[src/rtl/clamp_pkg.sv]
package clamp_pkg;

  // Phase of the internal clamp sequencer.
  typedef enum logic [1:0] {
    CL_IDLE   = 2'd0,
    CL_DELAY  = 2'd1,
    CL_ACTIVE = 2'd2
  } clamp_phase_e;

endpackage

[src/rtl/clamp_edge_det.sv]
module clamp_edge_det (
  input  logic clk_i,
  input  logic rst_ni,
  input  logic sig_i,
  output logic fall_o
);

  logic prev_q;
  logic prev_d;

  assign prev_d = sig_i;

  always_ff @(posedge clk_i or negedge rst_ni) begin
    if (!rst_ni) begin
      prev_q <= 1'b0;
    end else begin
      prev_q <= prev_d;
    end
  end

  // 1-to-0 transition between the previous and current samples.
  assign fall_o = prev_q & ~sig_i;

endmodule

[src/rtl/clamp_cfg_cap.sv]
module clamp_cfg_cap #(
  parameter int unsigned CNT_W = 8
) (
  input  logic             clk_i,
  input  logic             rst_ni,
  input  logic             load_i,
  input  logic [CNT_W-1:0] plc_i,
  input  logic [CNT_W-1:0] dur_i,
  output logic [CNT_W-1:0] plc_o,
  output logic [CNT_W-1:0] dur_o
);

  localparam logic [CNT_W-1:0] ONE = {{(CNT_W-1){1'b0}}, 1'b1};

  logic [CNT_W-1:0] raw   [2];
  logic [CNT_W-1:0] clean [2];
  logic [CNT_W-1:0] dur_q;
  logic [CNT_W-1:0] dur_d;

  assign raw[0] = plc_i;
  assign raw[1] = dur_i;

  // A zero setting is replaced by one for both fields.
  for (genvar f = 0; f < 2; f++) begin : g_floor
    assign clean[f] = (raw[f] == '0) ? ONE : raw[f];
  end

  // The offset feeds the counter directly on the load cycle.
  assign plc_o = clean[0];

  assign dur_d = load_i ? clean[1] : dur_q;

  always_ff @(posedge clk_i or negedge rst_ni) begin
    if (!rst_ni) begin
      dur_q <= ONE;
    end else if (load_i) begin
      dur_q <= dur_d;
    end
  end

  assign dur_o = dur_q;

endmodule

[src/rtl/clamp_timer.sv]
module clamp_timer
  import clamp_pkg::*;
#(
  parameter int unsigned CNT_W = 8
) (
  input  logic             clk_i,
  input  logic             rst_ni,
  input  logic             hold_i,
  input  logic             start_i,
  input  logic [CNT_W-1:0] plc_i,
  input  logic [CNT_W-1:0] dur_i,
  output logic             clamp_o
);

  localparam logic [CNT_W-1:0] ONE = {{(CNT_W-1){1'b0}}, 1'b1};

  clamp_phase_e     phase_q, phase_d;
  logic [CNT_W-1:0] cnt_q, cnt_d;
  logic             on_q, on_d;
  logic             tmr_en;
  logic             last_tick;

  assign last_tick = (cnt_q <= ONE);
  assign tmr_en    = hold_i | start_i | (phase_q != CL_IDLE);

  always_comb begin
    phase_d = phase_q;
    cnt_d   = cnt_q;
    on_d    = on_q;
    if (hold_i) begin
      phase_d = CL_IDLE;
      cnt_d   = '0;
      on_d    = 1'b0;
    end else if (start_i) begin
      phase_d = CL_DELAY;
      cnt_d   = plc_i;
      on_d    = 1'b0;
    end else begin
      unique case (phase_q)
        CL_DELAY: begin
          if (last_tick) begin
            phase_d = CL_ACTIVE;
            cnt_d   = dur_i;
            on_d    = 1'b1;
          end else begin
            cnt_d = cnt_q - ONE;
          end
        end
        CL_ACTIVE: begin
          if (last_tick) begin
            phase_d = CL_IDLE;
            cnt_d   = '0;
            on_d    = 1'b0;
          end else begin
            cnt_d = cnt_q - ONE;
          end
        end
        default: begin
          phase_d = CL_IDLE;
          cnt_d   = '0;
          on_d    = 1'b0;
        end
      endcase
    end
  end

  always_ff @(posedge clk_i or negedge rst_ni) begin
    if (!rst_ni) begin
      phase_q <= CL_IDLE;
      cnt_q   <= '0;
      on_q    <= 1'b0;
    end else if (tmr_en) begin
      phase_q <= phase_d;
      cnt_q   <= cnt_d;
      on_q    <= on_d;
    end
  end

  assign clamp_o = on_q;

endmodule

[src/rtl/clamp_sync.sv]
module clamp_sync #(
  parameter int unsigned STAGES = 2
) (
  input  logic clk_i,
  input  logic rst_ni,
  input  logic d_i,
  output logic q_o
);

  logic [STAGES-1:0] chain_q;
  logic [STAGES-1:0] chain_d;

  for (genvar s = 0; s < STAGES; s++) begin : g_stage
    if (s == 0) begin : g_first
      assign chain_d[s] = d_i;
    end else begin : g_next
      assign chain_d[s] = chain_q[s-1];
    end
  end

  always_ff @(posedge clk_i or negedge rst_ni) begin
    if (!rst_ni) begin
      chain_q <= '0;
    end else begin
      chain_q <= chain_d;
    end
  end

  assign q_o = chain_q[STAGES-1];

endmodule

[src/rtl/clamp_strobe_gen.sv]
module clamp_strobe_gen #(
  parameter int unsigned CNT_W       = 8,
  parameter int unsigned SYNC_STAGES = 2
) (
  input  logic             clk_i,
  input  logic             rst_ni,
  input  logic             hsync_i,
  input  logic             ext_mode_i,
  input  logic             ext_clamp_i,
  input  logic [CNT_W-1:0] placement_i,
  input  logic [CNT_W-1:0] duration_i,
  output logic             clamp_o
);

  logic             hs_fall;
  logic             start;
  logic [CNT_W-1:0] plc_clean;
  logic [CNT_W-1:0] dur_held;
  logic             gen_clamp;
  logic             ext_sync;

  clamp_edge_det u_edge (
    .clk_i  (clk_i),
    .rst_ni (rst_ni),
    .sig_i  (hsync_i),
    .fall_o (hs_fall)
  );

  // A trailing edge counts only in internal mode.
  assign start = hs_fall & ~ext_mode_i;

  clamp_cfg_cap #(.CNT_W(CNT_W)) u_cfg (
    .clk_i  (clk_i),
    .rst_ni (rst_ni),
    .load_i (start),
    .plc_i  (placement_i),
    .dur_i  (duration_i),
    .plc_o  (plc_clean),
    .dur_o  (dur_held)
  );

  clamp_timer #(.CNT_W(CNT_W)) u_timer (
    .clk_i   (clk_i),
    .rst_ni  (rst_ni),
    .hold_i  (ext_mode_i),
    .start_i (start),
    .plc_i   (plc_clean),
    .dur_i   (dur_held),
    .clamp_o (gen_clamp)
  );

  clamp_sync #(.STAGES(SYNC_STAGES)) u_sync (
    .clk_i  (clk_i),
    .rst_ni (rst_ni),
    .d_i    (ext_clamp_i),
    .q_o    (ext_sync)
  );

  assign clamp_o = ext_mode_i ? ext_sync : gen_clamp;

endmodule

[config.mk]
export PLATFORM = sky130hd
export DESIGN_NAME = clamp_strobe_gen
export DESIGN_NICKNAME = d
export VERILOG_FILES = /design/src/rtl/clamp_pkg.sv /design/src/rtl/clamp_edge_det.sv /design/src/rtl/clamp_cfg_cap.sv /design/src/rtl/clamp_timer.sv /design/src/rtl/clamp_sync.sv /design/src/rtl/clamp_strobe_gen.sv
export SDC_FILE = /design/constraint.sdc
export NUM_CORES = 1
export LEC_CHECK = 0
export BUFFER_PORTS_ARGS = -buffer_cell sky130_fd_sc_hd__buf_2
export CAP_MARGIN = 20
export CORE_MARGIN = 2
export CORE_UTILIZATION = 42
export DETAILED_ROUTE_END_ITERATION = 16
export PLACE_DENSITY = 0.63
export SETUP_SLACK_MARGIN = 0.2
export SLEW_MARGIN = 15
export SYNTH_ARGS = -nofsm -noshare
export SYNTH_HDL_FRONTEND = slang
export SYNTH_HIERARCHICAL = 1
export SYNTH_SLANG_ARGS = --single-unit
export TNS_END_PERCENT = 5
[constraint.sdc]
create_clock -name clk_i -period 2.4 [get_ports clk_i]
set_input_delay 0.48 -clock clk_i [delete_from_list [all_inputs] [get_ports clk_i]]
set_output_delay 0.48 -clock clk_i [all_outputs]
set_load 0.05 [all_outputs]
==> impl_metrics.toml, run 1 <==
[pwr]
p_leak_uw = 0.000653
peakVddDrop_uv = 337
sequentialPowerShare = 0.544
p_int_uw = 538
total_power_uw = 770
p_sw_uw = 232
switching_share = 0.302
p_clk_frac = 0.217
p_comb_frac = 0.239
power_density_nw_per_um2 = 519

[job]
cap_violations = 0

[clocking]
postCtsHoldBufs = 0
ctsResizeCount = 0
clk_pin_slew_ns = 0.11
cts_tree = "yes"
clock_latency_ns = 0.30
htreeDepth = 1
cts_max_path_buffers = 2
cts_setup_buffers = 0
numCtsBuffers = 3
clkSinkCount = 21
root_buffer = "clkbuf_4"

[cells_and_area]
area_growth_pct = 5.33
layout_common_cells = "buf_2 (21), dfrtp_1 (20), nand2_1 (11)"
final_util = 0.451
drive_above_1_share = 0.282
antenna_cells = 0
layout_commonest_cell = "buf_2"
nets = 183
fin_area_um2 = 1480

[global_route]
antenna_found_initial = 0
gr-total-overflow = 0
grt_max_degree = 22
gr-usage-all-layers = 0.191
grt_pass1_vias = 1099
grt_pass1_wl_um = 5210

[logic_synthesis]
synth_async_sr_flop_share = 1.00
synth_cell_types = 50
synth-edff-count = 0
syn_avg_cell_area_um2 = 9.45
synth_top_cell_area_share = 0.356
synth-xor-area-share = 0.0124
synth-compound-area-share = 0.194
syn_nets = 175
ys_top_cells_by_area = "dfrtp_1 (36%), mux2_2 (5.6%), ha_1 (4.4%)"
yosysTopAreaCell = "dfrtp_1"
synthMuxAreaShare = 0.0880
ys_warn_count = 6
ys_ff_latch = 21
ys.flop_type = "dfrtp_1"
synth_top_family_by_area = "compound AO/OA/AOI/OAI gates"
ys_seq_area_frac = 0.374
synth_adder_area_share = 0.0444
synth_simple_gate_area_frac = 0.166
netlist_instances = 149
synth_area_um2 = 1410

[critical_path]
critPathKind = "register to register"
crit_required_ns = 2.65
crit_path_max_fanout = 12
worst_ep_arrival_time_ns = 2.23
crit_chain = "inv_1 > ha_1 > o21ba_1 > and3_4 > or3_1 > a21oi_1 > o221a_1"
timing.critical_path.buf_inv = 1
critPathSlowestCell = "dfrtp_1"
startpoint_type = "register"
critPathTopFamily = "compound AO/OA/AOI/OAI gates"
cp-end-kind = "register"
max_stage_delay_ns = 0.43

[floorplan]
fp.dieH_um = 61.9
ios = 22
core_area_um2 = 3280
start_util = 0.429
design.die.area_um2 = 3830
die_x_um = 61.9
num_rows = 21

[sta]
rsz0062_at_grt = "no"
fin_skew_ns = 0.00271
worst_slew_pin_slew_ns = 0.465
fmax_mhz = 503
setup_tns_ns = 0
setup_violations = 0
finalCritPeriodShare = 0.828
period_minus_slack_ns = 1.99
hold_viol_final = 0
maxSlewViolCount = 0
relSlewSlack = 0.690
worst_slack_ns = 0.412

[worst_hold_path]
holdCritPathClass = "input port to async pin"

[detailed_routing]
vias = 1115
drt-total-wl_um = 3110
vias_per_cell = 5.52
drt-wirelength-per-cell_um = 15.4
drt_iter0_markers = 60
drt_pass1_iterations = 4
drc = 0
antenna_left = 0

[status]
outcome = "finished clean"

[placement]
place_area_um2 = 1460
finalWeightedCongestion = 0.921
io_buffers = 21
hpwl_um = 2510
pre_cts_ws_ns = 0.259
## layer usage
| layer | global-route usage | routed length, um | share of wire | vias to the layer above |
|---|---|---|---|---|
| li1 | - | - | - | 544 |
| met1 | 0.264 | 1450 | 0.47 | 530 |
| met2 | 0.311 | 1470 | 0.47 | 39 |
| met3 | 0.0248 | 166 | 0.053 | 2 |
| met4 | 0.0638 | 23 | 0.0074 | 0 |
| met5 | 0 | 0 | 0 | - |
## path summary, 6_finish.rpt
| check | cells past startpoint | from | endpoint | slack, ns |
|---|---|---|---|---|
| max | 7 | u_timer/cnt_q[0]$_DFFE_PN0P_ | u_timer/cnt_q[2]$_DFFE_PN0P_ | 0.41 |
| max in group asynchronous | 1 | rst_ni | u_cfg/dur_o[0]$_DFFE_PN1P_ | 1.94 |
| min reg2reg | 0 | u_sync/chain_q[0]$_DFF_PN0_ | u_sync/chain_q[1]$_DFF_PN0_ | 0.37 |
| min | 1 | rst_ni | u_timer/cnt_q[2]$_DFFE_PN0P_ | 0.11 |
| max reg2reg | 7 | u_timer/cnt_q[0]$_DFFE_PN0P_ | u_timer/cnt_q[2]$_DFFE_PN0P_ | 0.41 |
| min in group clk_i | 1 | ext_clamp_i | u_sync/chain_q[0]$_DFF_PN0_ | 0.28 |
## cell families after synthesis
kind of cell / after synthesis
flops: 21
simple gates: 42
compound gates: 38
fa+ha+maj: 5
buf+inv: 30
mux: 11
xor+xnor: 2
## final cells by class
type	instances	area [um2]
clock buffers	4	26.3
fillers	331	1800
inverters	9	33.8
multi-input cells	98	711
flip-flops and latches	21	527
well taps	46	57.6
repair buffers	24	128
## per-stage QoR
step	hold slack, ns	std cells
6_report	0.113	202
5_1_grt	0.123	202
4_1_cts	0.125	202
3_5_place_dp	0.346	198
3_3_place_gp	0.332	198
2_1_floorplan	0.184	149
## flip-flops by register name (all words and copies together), names as in the netlist
signal	cells
u_sync/chain_q	2
u_cfg/dur_o	8
u_timer/phase_q	2
u_edge/prev_q	1
u_timer/cnt_q	8
## power by group through the flow
stage	sequential (uW)	combinational (uW)	clock [uW]
3_3_place_gp	423	180	0
6_report	419	184	167
3_5_place_dp	426	183	0
2_1_floorplan	414	150	0
4_1_cts	418	184	175
5_1_grt	424	205	196
## synthesized netlist by cell type (all sizes together) (3+ instances only)
| master | n |
|---|---|
| dfrtp | 20 |
| buf | 12 |
| nand2 | 11 |
| clkbuf | 9 |
| inv | 9 |
| a21oi | 8 |
| mux2 | 8 |
| nor2 | 8 |
| o21ai | 7 |
| and3 | 5 |
| ha | 5 |
| nand3 | 4 |
| nor3 | 4 |
| a221oi | 3 |
| mux2i | 3 |
| o22ai | 3 |
Note: power is estimated with default switching activity, not from simulation.
==> run 2: changes to the inputs <==
clock period = 2 ns   (was 2.4 ns; I/O delays follow)
==> run 2 against run 1 <==
Cell count is 4.0% higher. Power is 27% higher. Non-clock buffer count is 7 higher. Die area stayed put. Via count is 4.8% higher. Global-route usage is 0.34 points higher. Combinational power is 44% higher. Fmax is 11% higher. Clock power is 27% higher. Critical endpoint unchanged.
==> impl_metrics.toml, run 2 (synthesized netlist as in run 1, its figures left out) <==
[sta]
fin_skew_ns = 0.00197
worst_slew_pin_slew_ns = 0.472
setup_tns_ns = 0
maxSlewViolCount = 0
hold_viol_final = 0
fmax_mhz = 559
worst_slack_ns = 0.212
relSlewSlack = 0.685
rsz0062_at_grt = "yes"
period_minus_slack_ns = 1.79
setup_violations = 0
finalCritPeriodShare = 0.894

[critical_path]
critPathTopFamily = "compound AO/OA/AOI/OAI gates"
worst_ep_arrival_time_ns = 2.03
cp-end-kind = "register"
critPathSlowestCell = "dfrtp_1"
reg2reg_from = "u_timer/cnt_q[1]$_DFFE_PN0P_"
r2r_cells = 7
crit_path_max_fanout = 5
reg2reg_slack_ns = 0.21
crit_required_ns = 2.24
timing.critical_path.buf_inv = 1
max_stage_delay_ns = 0.40
critPathKind = "register to register"
startpoint_type = "register"
r2r_end = "u_timer/cnt_q[2]$_DFFE_PN0P_"
crit_chain = "inv_2 > ha_2 > o21ba_4 > and3_4 > or3_1 > a21oi_2 > o221a_1"

[floorplan]
core_area_um2 = 3280
num_rows = 21
ios = 22
fp.dieH_um = 61.9
die_x_um = 61.9
design.die.area_um2 = 3830
start_util = 0.429

[status]
outcome = "finished clean"

[global_route]
grt_max_degree = 22
gr-total-overflow = 0
gr-usage-all-layers = 0.195
grt_pass1_vias = 1142
antenna_found_initial = 0
grt_pass1_wl_um = 5500

[cells_and_area]
area_growth_pct = 13.5
layout_commonest_cell = "buf_2"
drive_above_1_share = 0.378
nets = 191
layout_common_cells = "buf_2 (21), dfrtp_1 (20), nand2_1 (11)"
antenna_cells = 0

[pwr]
p_clk_frac = 0.217
p_sw_uw = 305
sequentialPowerShare = 0.512
p_int_uw = 673
p_comb_frac = 0.271
power_density_nw_per_um2 = 612
peakVddDrop_uv = 393
switching_share = 0.312
p_leak_uw = 0.000697
total_power_uw = 978

[detailed_routing]
vias_per_cell = 5.56
drt-total-wl_um = 3440
drc = 0
antenna_left = 0
drt-wirelength-per-cell_um = 16.4
drt_iter0_markers = 102
drt_pass1_iterations = 4
vias = 1168

[clocking]
postCtsHoldBufs = 0
clkSinkCount = 21
clk_pin_slew_ns = 0.12
htreeDepth = 1
numCtsBuffers = 3
clock_latency_ns = 0.30
root_buffer = "clkbuf_4"
cts_tree = "yes"
cts_max_path_buffers = 2

[placement]
pre_cts_ws_ns = 0.0264
io_buffers = 21
finalWeightedCongestion = 0.861
hpwl_um = 2520

[worst_hold_path]
holdCritPathClass = "input port to async pin"

[job]
cap_violations = 0
## run 2: cell type report
cell class / count / area, um2
sequential: 21 / 527
multi-input combinational: 99 / 773
tap: 46 / 57.6
clock buffer: 4 / 26.3
fill: 304 / 1690
inverter: 9 / 33.8
timing repair buffer: 31 / 180
## run 2: worst max path at each step
stage / slack (ns) / cells past startpoint / startpoint / end
after global placement: 0.14 / 7 / u_timer/cnt_q[0]$_DFFE_PN0P_ / u_timer/cnt_q[2]$_DFFE_PN0P_
after CTS: 0.24 / 7 / u_timer/cnt_q[1]$_DFFE_PN0P_ / u_timer/cnt_q[2]$_DFFE_PN0P_
after global routing: 0.13 / 7 / u_timer/cnt_q[1]$_DFFE_PN0P_ / u_timer/cnt_q[6]$_DFFE_PN0P_
final: 0.21 / 7 / u_timer/cnt_q[1]$_DFFE_PN0P_ / u_timer/cnt_q[2]$_DFFE_PN0P_
after detailed placement: 0.03 / 7 / u_timer/cnt_q[0]$_DFFE_PN0P_ / u_timer/cnt_q[2]$_DFFE_PN0P_
after floorplan: 0.25 / 7 / u_timer/cnt_q[0]$_DFFE_PN0P_ / u_timer/cnt_q[2]$_DFFE_PN0P_
## run 2: per-stage QoR
step / utilization / instances / hold WS [ns] / cell area, um2
final: 0.486 / 210 / 0.0326 / 1600
after global routing: 0.486 / 210 / 0.0603 / 1600
after CTS: 0.475 / 209 / 0.0575 / 1560
after detailed placement: 0.450 / 201 / 0.338 / 1480
after global placement: 0.450 / 201 / 0.334 / 1480
after floorplan: - / 149 / 0.104 / 1410
## run 2: layer usage
layer	vias up	wire length, um	track usage
met5	-	0	0
met4	0	37	0.0456
met3	4	260	0.0331
met2	52	1680	0.323
met1	556	1470	0.265
li1	556	-	-
## run 2: repair_timing
item,in CTS,in global routing
cloned,0,1
endpoints found under the setup margin,5,9
resized for setup,6,8
setup buffers,4,0
pin swaps,4,3
## run 2: power groups by stage
stage | Combinational [uW] | Clock, uW | Sequential [uW]
5_1_grt | 289 | 239 | 508
3_3_place_gp | 214 | 0 | 507
6_report | 265 | 212 | 501
3_5_place_dp | 220 | 0 | 512
4_1_cts | 242 | 217 | 503
2_1_floorplan | 181 | 0 | 497
